`config.mk`:
```
export PLATFORM = sky130hd
export DESIGN_NAME = frac_baud_gen
export DESIGN_NICKNAME = d
export VERILOG_FILES = /design/src/rtl/frac_baud_gen.sv
export SDC_FILE = /design/constraint.sdc
export NUM_CORES = 1
export LEC_CHECK = 0
export ABC_AREA = 1
export BUFFER_PORTS_ARGS = -buffer_cell sky130_fd_sc_hd__buf_4
export CAP_MARGIN = 20
export CORE_MARGIN = 4
export CORE_UTILIZATION = 60
export CTS_BUF_LIST = sky130_fd_sc_hd__clkbuf_4
export DETAILED_ROUTE_END_ITERATION = 10
export GPL_TIMING_DRIVEN = 1
export PLACE_DENSITY = 0.89
export SYNTH_ARGS = -nofsm -noshare
export SYNTH_HDL_FRONTEND = slang
export SYNTH_SLANG_ARGS = --single-unit
```
`constraint.sdc`:
```
create_clock -name clk -period 4.2 [get_ports clk]
set_input_delay 0.63 -clock clk [delete_from_list [all_inputs] [get_ports clk]]
set_output_delay 0.63 -clock clk [all_outputs]
set_load 0.1 [all_outputs]
```
`src/rtl/frac_baud_gen.sv`:
```
module frac_baud_gen #(
  parameter int INT_W  = 16,
  parameter int FRAC_W = 6,
  parameter int OVS    = 16
) (
  input  logic              clk,
  input  logic              rst_n,
  input  logic              enable,
  input  logic [INT_W-1:0]  div_int,
  input  logic [FRAC_W-1:0] div_frac,
  output logic              os_tick,
  output logic              bit_tick
);
  localparam int OVS_W = (OVS > 1) ? $clog2(OVS) : 1;

  logic [INT_W-1:0]  sh_int;
  logic [FRAC_W-1:0] sh_frac;
  logic [INT_W-1:0]  cnt;
  logic [FRAC_W-1:0] acc;
  logic [OVS_W-1:0]  ovs;

  logic [FRAC_W:0]   acc_sum;
  logic              stretch;
  logic [INT_W-1:0]  last;
  logic              running;
  logic              hit;
  logic              reload;

  assign acc_sum = {1'b0, acc} + {1'b0, sh_frac};
  assign stretch = acc_sum[FRAC_W];
  assign last    = sh_int - INT_W'(1) + INT_W'(stretch);
  assign running = enable && (sh_int != '0);
  assign hit     = running && (cnt == last);
  assign reload  = !enable || hit || (sh_int == '0);

  always_ff @(posedge clk) begin
    if (!rst_n) begin
      sh_int   <= '0;
      sh_frac  <= '0;
      cnt      <= '0;
      acc      <= '0;
      ovs      <= '0;
      os_tick  <= 1'b0;
      bit_tick <= 1'b0;
    end else begin
      if (reload) begin
        sh_int  <= div_int;
        sh_frac <= div_frac;
      end

      if (!running || hit) cnt <= '0;
      else                 cnt <= cnt + INT_W'(1);

      if (!enable)  acc <= '0;
      else if (hit) acc <= acc_sum[FRAC_W-1:0];

      if (!enable) ovs <= '0;
      else if (hit) ovs <= (ovs == OVS_W'(OVS - 1)) ? '0 : ovs + OVS_W'(1);

      os_tick  <= hit;
      bit_tick <= hit && (ovs == OVS_W'(OVS - 1));
    end
  end
endmodule

```
Word-level counts from Yosys, hierarchy flattened. Index checks and enable logic that the tools add are counted. Widths: inputs -> output; s select.

Register bits after elaboration: 50. Output and inout bits: 2. Logic and storage cells: 28.

Add/subtract/negate cells: 5. Equality and inequality tests: 2. Muxes and demuxes: 1. Bitwise logic cells: 1. Reduce and logical (&&, ||, !) cells: 12.

Operators by type and width (count): $add 16x1->16 (1); $add 16x1->16 const B (1); $eq 16x16->1 (1); $logic_not 16->1 (1); $reduce_bool 16->1 (1); $sub 16x1->16 const B (1); $add 6x6->7 (1); $add 4x1->4 const B (1); $eq 4x4->1 const B (1); $mux 4 (1); $logic_and 1x1->1 (3); $logic_or 1x1->1 (3); $logic_not 1->1 (2); $reduce_and 2->1 (1); $reduce_or 2->1 (1); $not 1->1 (1).

Depth between registers and ports, before layout. Gate-level depths: netlist of the first run.

Depth after elaboration: 6. Gate-level depth with buffers: 23.

Worst setup path after synthesis of the first run. No wires, ideal clock.

Path type: register to register. From: reg sh_frac[0]. To: reg cnt[5]. Setup time: 0.119 ns. Data arrival time: 3.067 ns. Data required time: 4.081 ns. Slack: 1.015 ns. Cell stages (with the launch flop): 20. Period minus slack after synthesis: 3.185 ns. Path through: dfxtp_1 > ha_1 > inv_1 > fa_1 > o21ai_0 > nand2_1 > nand2_1 > a21oi_1 > ha_1 > ha_1 > xor2_1 > nor2b_1 > nand3b_4 > nor2_1 > nand4_1 > nor2_2 > nor2_4 > nand2_4 > buf_12 > nor2_2.

Cells in the longest elaborated chain, start to end: 6.

RTL lines: from (decl) (RTL line 17) `logic [FRAC_W-1:0] sh_frac;`; from (signal assigned) (RTL line 48) `sh_frac <= div_frac;`; $add 6x6->7 (RTL line 29) `assign acc_sum = {1'b0, acc} + {1'b0, sh_frac};`; $add 16x1->16 (RTL line 31) `assign last = sh_int - INT_W'(1) + INT_W'(stretch);`; $eq 16x16->1 (RTL line 33) `assign hit = running && (cnt == last);`; $logic_and 1x1->1 (RTL line 33); $logic_or 1x1->1 (RTL line 51) `if (!running || hit) cnt <= '0;`; $reduce_or 2->1 (no source line); to (signal assigned) (RTL line 52) `else cnt <= cnt + INT_W'(1);`; to (decl) (RTL line 18) `logic [INT_W-1:0] cnt;`.

Every way passes these cells. A chain may end at the register's enable or synchronous reset.

Worst setup path after layout of the first run.
From: reg acc[0]. To: reg sh_int[5].

Cells in the longest elaborated chain, start to end: 6.

RTL lines: from (decl) (RTL line 19) `logic [FRAC_W-1:0] acc;`; from (signal assigned) (RTL line 55) `else if (hit) acc <= acc_sum[FRAC_W-1:0];`; $add 6x6->7 (RTL line 29); $add 16x1->16 (RTL line 31); $eq 16x16->1 (RTL line 33); $logic_and 1x1->1 (RTL line 33); $logic_or 1x1->1 (2 in series) (RTL line 34) `assign reload = !enable || hit || (sh_int == '0);`; to (signal assigned) (RTL line 47) `sh_int <= div_int;`; to (decl) (RTL line 16) `logic [INT_W-1:0] sh_int;`.

Every way passes these cells.

==> results.yml, run 1 <==
clocking:
  clkSlewWorstSetupHoldPaths_ps: 150
  clock-sinks: 50
  ctsResizeCount: 0
  post_cts_buffers: 0
  insertion_delay_ps: 390
  cts_hold_buffers: 0
  cts_buffers: 5
  cts-root-buf: "clkbuf_4"
  cts_tree: "built"
  clockBufferDepth: 2
  h-tree-depth: 2
sta:
  tns_ps: 0
  final-max-slew-violation-count: 0
  worst_slack_ps: 474
  holdWs_ps: 446
  finalHoldViolations: 0
  worstMarginPinSlew_ps: 749
  period_share_pct: 88.7
  rsz0062_at_grt: "no"
  max_slew_margin_pct: 49.6
  setup_viol: 0
  post-route-min-period_ps: 3730
  skew_ps: 15.8
  max_freq_mhz: 268
setup_path:
  r2r_start: "acc[0]$_SDFFE_PN0P_"
  worstPathArrival_ps: 4060
  critPathCaptureType: "register"
  startpoint_type: "register"
  timing.rr.end: "sh_int[5]$_SDFFE_PN0P_"
  crit_fanout: 16
  worst-setup-path-type: "register to register"
  ff2ff_path_depth: 20
  r2r_slack_ps: 470
  worstPathRequired_ps: 4530
logic_synthesis:
  ys_types: 35
  synth-edff-count: 0
  synth_common_cells: "nand2_1 (121), nor2_1 (74), inv_1 (59), nand3_1 (52), dfxtp_1 (50)"
  yosysTopAreaCellShare_pct: 29.6
  synthMostInstantiatedCell: "nand2_1"
  synth_top_cells_by_area: "dfxtp_1 (30%), nand2_1 (13%), nor2_1 (8.2%)"
  synth_area_um2: 3380
  ys_ff_latch: 50
  synth_seq_area_share_pct: 29.6
  ys_async_sr_fraction_pct: 0
  yosys.area.top_type: "dfxtp_1"
  avgSynthCellArea_um2: 6.70
  synth_ff_type: "dfxtp_1"
  synth_fp_nets: 542
  ys_warn_count: 0
  synthCells: 505
grt:
  grt_antenna_before_repair: 0
  grtUsageTotal_pct: 23.6
  grt_max_degree: 36
  grt_pass1_vias: 2903
  grt_first_pass_wirelength_mm: 13.5
  grt-ovfl-total: 0
worst_hold_path:
  hold_class: "primary input to register"
  hold_depth: 3
  hp-start: "div_int[9]"
  worst_hold_path.endpoint: "sh_int[9]$_SDFFE_PN0P_"
routing:
  first_pass_iters: 7
  post-route-drc-count: 0
  finalWirelength_mm: 7.92
  routed_via_density: 5.34
  drt_iter0_drc: 176
  wl_per_cell_um: 13.1
  vias: 3223
  postRouteAntennaNets: 0
floorplanning:
  die_w_um: 83.1
  die_area_um2: 6900
  core-area_um2: 5470
  die_h_um: 83.1
  io_pins: 27
  rows: 27
  initial_core_util_pct: 61.8
final_layout:
  multi_input_comb_area_um2: 2060
  fillers: 484
  areaGrowthSynthToFinish_pct: 8.40
  fin_cells: 603
  diodes: 0
  final_area_um2: 3670
  regArea_um2: 1000
  finalNetCount: 567
  drive_above_1_share_pct: 16.4
power_and_ir_drop:
  vdd_drop_max_mv: 0.198
  leakage_uw: 0.00173
  cellPowerDensity_nw_per_um2: 272
placement:
  place.gp.congestion: 0.947
  port_buffers: 26
  dp_cells: 595
  dpl_cell_area_um2: 3610
  place_ws_ps: 529
  hpwl_mm: 6.18
job:
  timing.max_cap.violations: 0
run_status:
  status: "complete, no violations"
[area by class of cell]
type / count / area share [%]
Inverter: 63 / 6.45
Clock inverter: 3 / 0.444
Timing Repair Buffer: 29 / 6.28
Clock buffer: 5 / 1.02
Sequential cell: 50 / 27.3
Multi-Input combinational cell: 381 / 56.1
Tap cell: 72 / 2.46
[worst max path at each step]
| stage | from | end | slack, ps |
|---|---|---|---|
| 6_report | acc[0]$_SDFFE_PN0P_ | sh_int[5]$_SDFFE_PN0P_ | 470 |
| 4_1_cts | acc[0]$_SDFFE_PN0P_ | sh_int[5]$_SDFFE_PN0P_ | 480 |
| 3_5_place_dp | acc[0]$_SDFFE_PN0P_ | sh_int[5]$_SDFFE_PN0P_ | 530 |
| 2_1_floorplan | sh_frac[0]$_SDFFE_PN0P_ | cnt[5]$_SDFF_PP0_ | 1010 |
| 3_3_place_gp | sh_frac[0]$_SDFFE_PN0P_ | sh_int[3]$_SDFFE_PN0P_ | 710 |
| 5_1_grt | acc[0]$_SDFFE_PN0P_ | sh_int[5]$_SDFFE_PN0P_ | 150 |
[sequential cells by signal, summed over array words and instances, names as in the netlist]
name	cells
cnt	16
sh_int	16
acc	6
sh_frac	6
ovs	4
bit_tick	1
os_tick	1
[critical path, stage by stage (launching register included)]
cell and delay (ps):
dfxtp_1 370, ha_1 170, inv_1 50, fa_1 380, o21ai_0 330, nand2_1 100, nand2_1 80, a21oi_1 60
ha_1 250, ha_1 310, xor2_1 180, nor2b_1 230, nand3b_4 110, nor2_1 130, nand2_1 70, nor2_1 120
nand2_2 230, buf_4 250, nand3_1 70, nand2_1 60, nor2_1 80
[report_power, final]
group / total (µW) / switching (µW) / leakage (µW) / internal (µW)
clock network: 224 / 161 / 0.0000286 / 62.5
registers: 511 / 19.7 / 0.000409 / 491
logic: 262 / 166 / 0.00130 / 95.8
total: 997 / 347 / 0.00173 / 650
[through the flow]
step / total power [µW] / util, %
2_1_floorplan: 713 / -
3_3_place_gp: 769 / 66.0
3_5_place_dp: 777 / 66.0
4_1_cts: 995 / 67.0
5_1_grt: 1050 / 67.0
6_report: 997 / 67.0
[cells in the final DEF, fill, tap and decap left out, types with 5 or more instances in the layout]
master and n:
nand2_1 121, nor2_1 74, o21ai_0 5, nor2_4 6
nand3_1 52, nand4_1 15, xnor2_1 12, xor2_1 18
dfxtp_1 50, nor2_2 26, nor3_1 5, clkbuf_4 5
inv_1 59, ha_1 11, a21oi_1 12, buf_4 28
[metal layers]
layer / up-vias / wire length, µm / track usage (%)
met5: - / 0 / 0
met4: 0 / 116 / 7.13
met3: 14 / 480 / 4.27
met2: 105 / 3800 / 38.7
met1: 1463 / 3520 / 31.4
li1: 1641 / - / -
[kinds of logic after synthesis]
family / share of synthesized area, %
xor gates and xnor gates: 7.77
buffers and inverters: 9.65
adders and majority gates: 4.66
DFF: 29.6
and+or+nand+nor: 45.1
AOI/OAI and AO/OA: 3.22
(Power assumes the default switching activity.)
==> run 2: changes to the inputs <==
CORE_UTILIZATION = 62   (was 60)
GPL_ROUTABILITY_DRIVEN = 1   (was not set)
PLACE_DENSITY = 0.91   (was 0.89)
==> run 2 against run 1 <==
Net effect: sequential share of layout area is 0.10 points higher; routed wire length is 0.58% lower; cell count is 0.33% lower; die area is 2.9% lower; register-to-register slack better by 130 ps; first-iteration DRC count is 7.4% lower; clock power is 2% lower; fmax is 3.6% higher.
==> results.yml, run 2 (same netlist as run 1, synthesis figures left out) <==
run_status:
  status: "complete, no violations"
worst_hold_path:
  hp-start: "div_int[9]"
  hold_class: "primary input to register"
sta:
  finalHoldViolations: 0
  worstMarginPinSlew_ps: 640
  post-route-min-period_ps: 3600
  final-max-slew-violation-count: 0
  max_freq_mhz: 278
  skew_ps: 25.1
  max_slew_margin_pct: 56.9
  setup_viol: 0
  tns_ps: 0
  period_share_pct: 85.7
  rsz0062_at_grt: "no"
setup_path:
  r2r_slack_ps: 600
  r2r_start: "sh_frac[0]$_SDFFE_PN0P_"
  timing.rr.end: "sh_int[0]$_SDFFE_PN0P_"
  worstPathRequired_ps: 4490
  endpoint: "sh_int[0]$_SDFFE_PN0P_"
  startpoint_type: "register"
  crit_fanout: 9
  crit_start: "sh_frac[0]$_SDFFE_PN0P_"
  worstPathArrival_ps: 3880
  worst-setup-path-type: "register to register"
  ff2ff_path_depth: 19
  critPathCaptureType: "register"
final_layout:
  diodes: 0
  biggestRegsByFlops: "cnt (16), sh_int (16)"
  final_common_cell: "nand2_1"
  layout_common_cells: "nand2_1 (121), nor2_1 (74), inv_1 (59), nand3_1 (52), dfxtp_1 (50)"
  fin_cells: 601
  areaGrowthSynthToFinish_pct: 7.99
  drive_above_1_share_pct: 16.6
  finalNetCount: 568
floorplanning:
  rows: 26
  die_w_um: 81.9
  core-area_um2: 5200
  die_h_um: 81.9
  io_pins: 27
  die_area_um2: 6700
  initial_core_util_pct: 65.0
routing:
  drt_iter0_drc: 163
  routed_via_density: 5.31
  vias: 3192
  post-route-drc-count: 0
  first_pass_iters: 6
  finalWirelength_mm: 7.87
  postRouteAntennaNets: 0
  wl_met1_mm: 3.35
  wl_met2_mm: 3.76
  top_layer_used: "met4"
  met3_length_um: 531
  wl_per_cell_um: 13.1
job:
  timing.max_cap.violations: 0
clocking:
  insertion_delay_ps: 390
  h-tree-depth: 2
  post_cts_buffers: 0
  cts_hold_buffers: 0
  cts_tree: "built"
  cts-root-buf: "clkbuf_4"
  clockBufferDepth: 2
  clock-sinks: 50
  clkSlewWorstSetupHoldPaths_ps: 160
  cts_buffers: 5
  ctsResizeCount: 0
placement:
  hpwl_mm: 6.11
  port_buffers: 26
  dp_cells: 594
  place.gp.congestion: 0.958
grt:
  grt-ovfl-total: 0
  grt_first_pass_wirelength_mm: 13.6
  grtUsageTotal_pct: 26.0
  grt_antenna_before_repair: 0
  grt_max_degree: 36
  grt_pass1_vias: 3219
power_and_ir_drop:
  vdd_drop_max_mv: 0.170
  leakage_uw: 0.00173
  power.total_uw: 990
  cellPowerDensity_nw_per_um2: 271
[run 2: changes by cell type in the layout (fill, tap and decap cells not counted)]
| cell | delta |
|---|---|
| clkinv_1 | -1 |
| clkinvlp_4 | -1 |
| buf_12 | -1 |
| clkinv_2 | +1 |
| buf_4 | +2 |
[run 2: critical path, cell delays in order (launching register included)]
cell and delay [ps]:
dfxtp_1 360, ha_1 160, inv_1 50, fa_1 390, o21ai_0 290, nand2_1 90
nand2_1 70, a21oi_1 60, ha_1 260, ha_1 310, xor2_1 200, nor2b_1 240
nand3b_4 110, nor2_1 130, nand4_1 120, nor2_2 220, nor2_4 120, buf_4 190
nor2_1 100, nor2_1 50
[run 2: area by class of cell]
class,count,area (µm²)
repair buffers,30,225
fillers,432,1550
well taps,70,87.6
clock buffers,5,37.5
clock inverters,2,10.0
flip-flops and latches,50,1000
inverters,63,236
multi-input cells,381,2060
[run 2: worst min-delay path by stage]
stage	endpoint	slack, ps	cells after the start
finish	sh_int[9]$_SDFFE_PN0P_	450	3
global route	sh_int[15]$_SDFFE_PN0P_	460	3
CTS	sh_frac[5]$_SDFFE_PN0P_	460	3
detailed placement	acc[3]$_SDFFE_PN0P_	460	2
global placement	acc[3]$_SDFFE_PN0P_	460	2
floorplan	cnt[0]$_SDFF_PP0_	440	1
[run 2: stage by stage]
| stage | setup slack, ps | hold slack, ps | area [µm²] | util [%] |
|---|---|---|---|---|
| final | 602 | 449 | 3650 | 70.2 |
| after global routing | 292 | 455 | 3650 | 70.2 |
| after CTS | 611 | 457 | 3650 | 70.2 |
| after detailed placement | 627 | 463 | 3610 | 69.3 |
| after global placement | 787 | 458 | 3610 | 69.3 |
| after floorplan | 1010 | 440 | 3380 | - |
[run 2: power breakdown]
part           switching [µW]  leakage, µW  internal, µW
registers                19.4     0.000409           491
clock network             159    0.0000308          60.6
logic                     164      0.00130          95.3
total                     343      0.00173           647
[run 2: metal layers]
metal	vias to the layer above	GRT usage [%]
met3	25	4.17
met2	116	45.0
li1	1638	-
met1	1413	31.4
met4	0	11.6
met5	-	0
==> run 3: changes to the inputs <==
BUFFER_PORTS_ARGS = not set   (was -buffer_cell sky130_fd_sc_hd__buf_4)
CORE_UTILIZATION = 64   (was 62)
DONT_BUFFER_PORTS = 1   (was not set)
PLACE_DENSITY = 0.8   (was 0.91)
==> run 3 against run 2 <==
Net effect: clock power barely moved; fmax fell by 4.0%; sequential share of layout area rose by 1.6 points; core utilization fell by 2.5 points; sequential power barely moved; global-route usage barely moved; largest cell class unchanged; routed wire length fell by 2.1%; critical path depth did not move; non-clock buffer count fell by 27; setup slack got worse by 150 ps; largest power group unchanged; cell count fell by 4.3%; clock-buffer cell count rose by 1.
==> results.yml, run 3 (same netlist as run 1, synthesis figures left out) <==
placement:
  place.gp.congestion: 0.931
  port_buffers: 0
  hpwl_mm: 5.95
routing:
  finalWirelength_mm: 7.70
  vias: 3092
  postRouteAntennaNets: 0
  wl_met1_mm: 3.44
  post-route-drc-count: 0
  first_pass_iters: 5
  top_layer_used: "met4"
  routed_via_density: 5.38
  wl_per_cell_um: 13.4
  wl_met2_mm: 3.53
  drt_iter0_drc: 213
  met3_length_um: 513
setup_path:
  worstPathArrival_ps: 4060
  path_cells: "ha_1 > inv_1 > fa_1 > o21ai_0 > nand2_1 > nand2_1 > a21oi_1 > ha_1 > ha_1 > xor2_1 > nor2b_1 > nand3b_4 > nor2_1 > nand2_1 > nor2_1 > nand2_2 > nor2_1 > nor2_1 > nor2_1"
  path_common_cell: "nor2_1"
  worstPathRequired_ps: 4520
  cp_slowest_cell: "fa_1"
  critPathCaptureType: "register"
  crit_fanout: 24
  worst-setup-path-type: "register to register"
  startpoint_type: "register"
  cp_slowest_stage_delay_ps: 390
final_layout:
  diodes: 0
  layout_common_cells: "nand2_1 (121), nor2_1 (74), inv_1 (59), nand3_1 (52), dfxtp_1 (50)"
  finalNetCount: 541
  fillers: 480
  final_common_cell: "nand2_1"
  biggestRegsByFlops: "cnt (16), sh_int (16)"
  areaGrowthSynthToFinish_pct: 2.18
  drive_above_1_share_pct: 12.1
sta:
  post-route-min-period_ps: 3750
  period_share_pct: 89.3
  max_slew_margin_pct: 37.6
  worstMarginPinSlew_ps: 935
  rsz0062_at_grt: "no"
  tns_ps: 0
  max_freq_mhz: 267
  final-max-slew-violation-count: 0
  finalHoldViolations: 0
  setup_viol: 0
  skew_ps: 12.6
clocking:
  ctsResizeCount: 0
  post_cts_buffers: 0
  h-tree-depth: 2
  cts_hold_buffers: 0
  clkSlewWorstSetupHoldPaths_ps: 140
  clock-sinks: 50
  cts_buffers: 5
  clockBufferDepth: 2
  cts_tree: "built"
  cts-root-buf: "clkbuf_4"
  insertion_delay_ps: 370
job:
  timing.max_cap.violations: 0
power_and_ir_drop:
  vdd_drop_max_mv: 0.206
  cellPowerDensity_nw_per_um2: 280
  power.total_uw: 968
  leakage_uw: 0.00161
floorplanning:
  io_pins: 27
  die_h_um: 80.7
  die_area_um2: 6510
  die_w_um: 80.7
  core-area_um2: 5110
  initial_core_util_pct: 66.2
  rows: 26
grt:
  grt_antenna_before_repair: 0
  grtUsageTotal_pct: 26.0
  grt_max_degree: 35
  grt_first_pass_wirelength_mm: 13.3
  grt_pass1_vias: 3025
  grt-ovfl-total: 0
run_status:
  status: "complete, no violations"
worst_hold_path:
  hold_class: "primary input to register"
run 3: worst paths after layout:
kind,startpoint,endpoint,slack (ps),depth (start not counted)
setup / recovery,acc[0]$_SDFFE_PN0P_,acc[1]$_SDFFE_PN0P_,450,19
hold / removal,rst_n,sh_int[1]$_SDFFE_PN0P_,360,2
setup reg to reg,acc[0]$_SDFFE_PN0P_,acc[1]$_SDFFE_PN0P_,450,19
hold reg to reg,acc[4]$_SDFFE_PN0P_,acc[4]$_SDFFE_PN0P_,490,2
run 3: worst max-delay path, delay by kind of cell (launching register included):
kind                     cells  cell delay (ps)
AND/OR/NAND/NOR             11             1640
adder cells (fa/ha/maj)      4             1120
flip-flops                   1              370
AO/OA/AOI/OAI                2              340
XOR/XNOR                     1              180
buffers and inverters        1               60
run 3: cell type report:
type,instances,area [µm²],area share (%)
Clock buffer,6,45.0,1.30
Clock inverter,2,8.76,0.253
Timing Repair Buffer,3,22.5,0.651
Inverter,63,236,6.84
Multi-Input combinational cell,381,2060,59.5
Sequential cell,50,1000,29.0
Tap cell,70,87.6,2.53
run 3: per-layer routing:
layer  GRT usage, %  vias up
met5              0        -
met4           10.6        0
met3           4.48       23
met2           43.4      106
met1           33.1     1376
li1               -     1587
run 3: metrics by stage:
step / std cells / area, µm² / util [%] / hold WS [ps] / setup WS (ps)
after CTS: 575 / 3460 / 67.7 / 353 / 501
after global routing: 575 / 3460 / 67.7 / 340 / 247
after floorplan: 505 / 3380 / - / 440 / 1010
after detailed placement: 567 / 3400 / 66.6 / 467 / 550
after global placement: 567 / 3400 / 66.6 / 454 / 702
final: 575 / 3460 / 67.7 / 365 / 451
run 3: where the power goes:
part	switching, µW	internal, µW
logic	156	81.5
registers	19.9	491
clock network	150	69.8
total	326	643
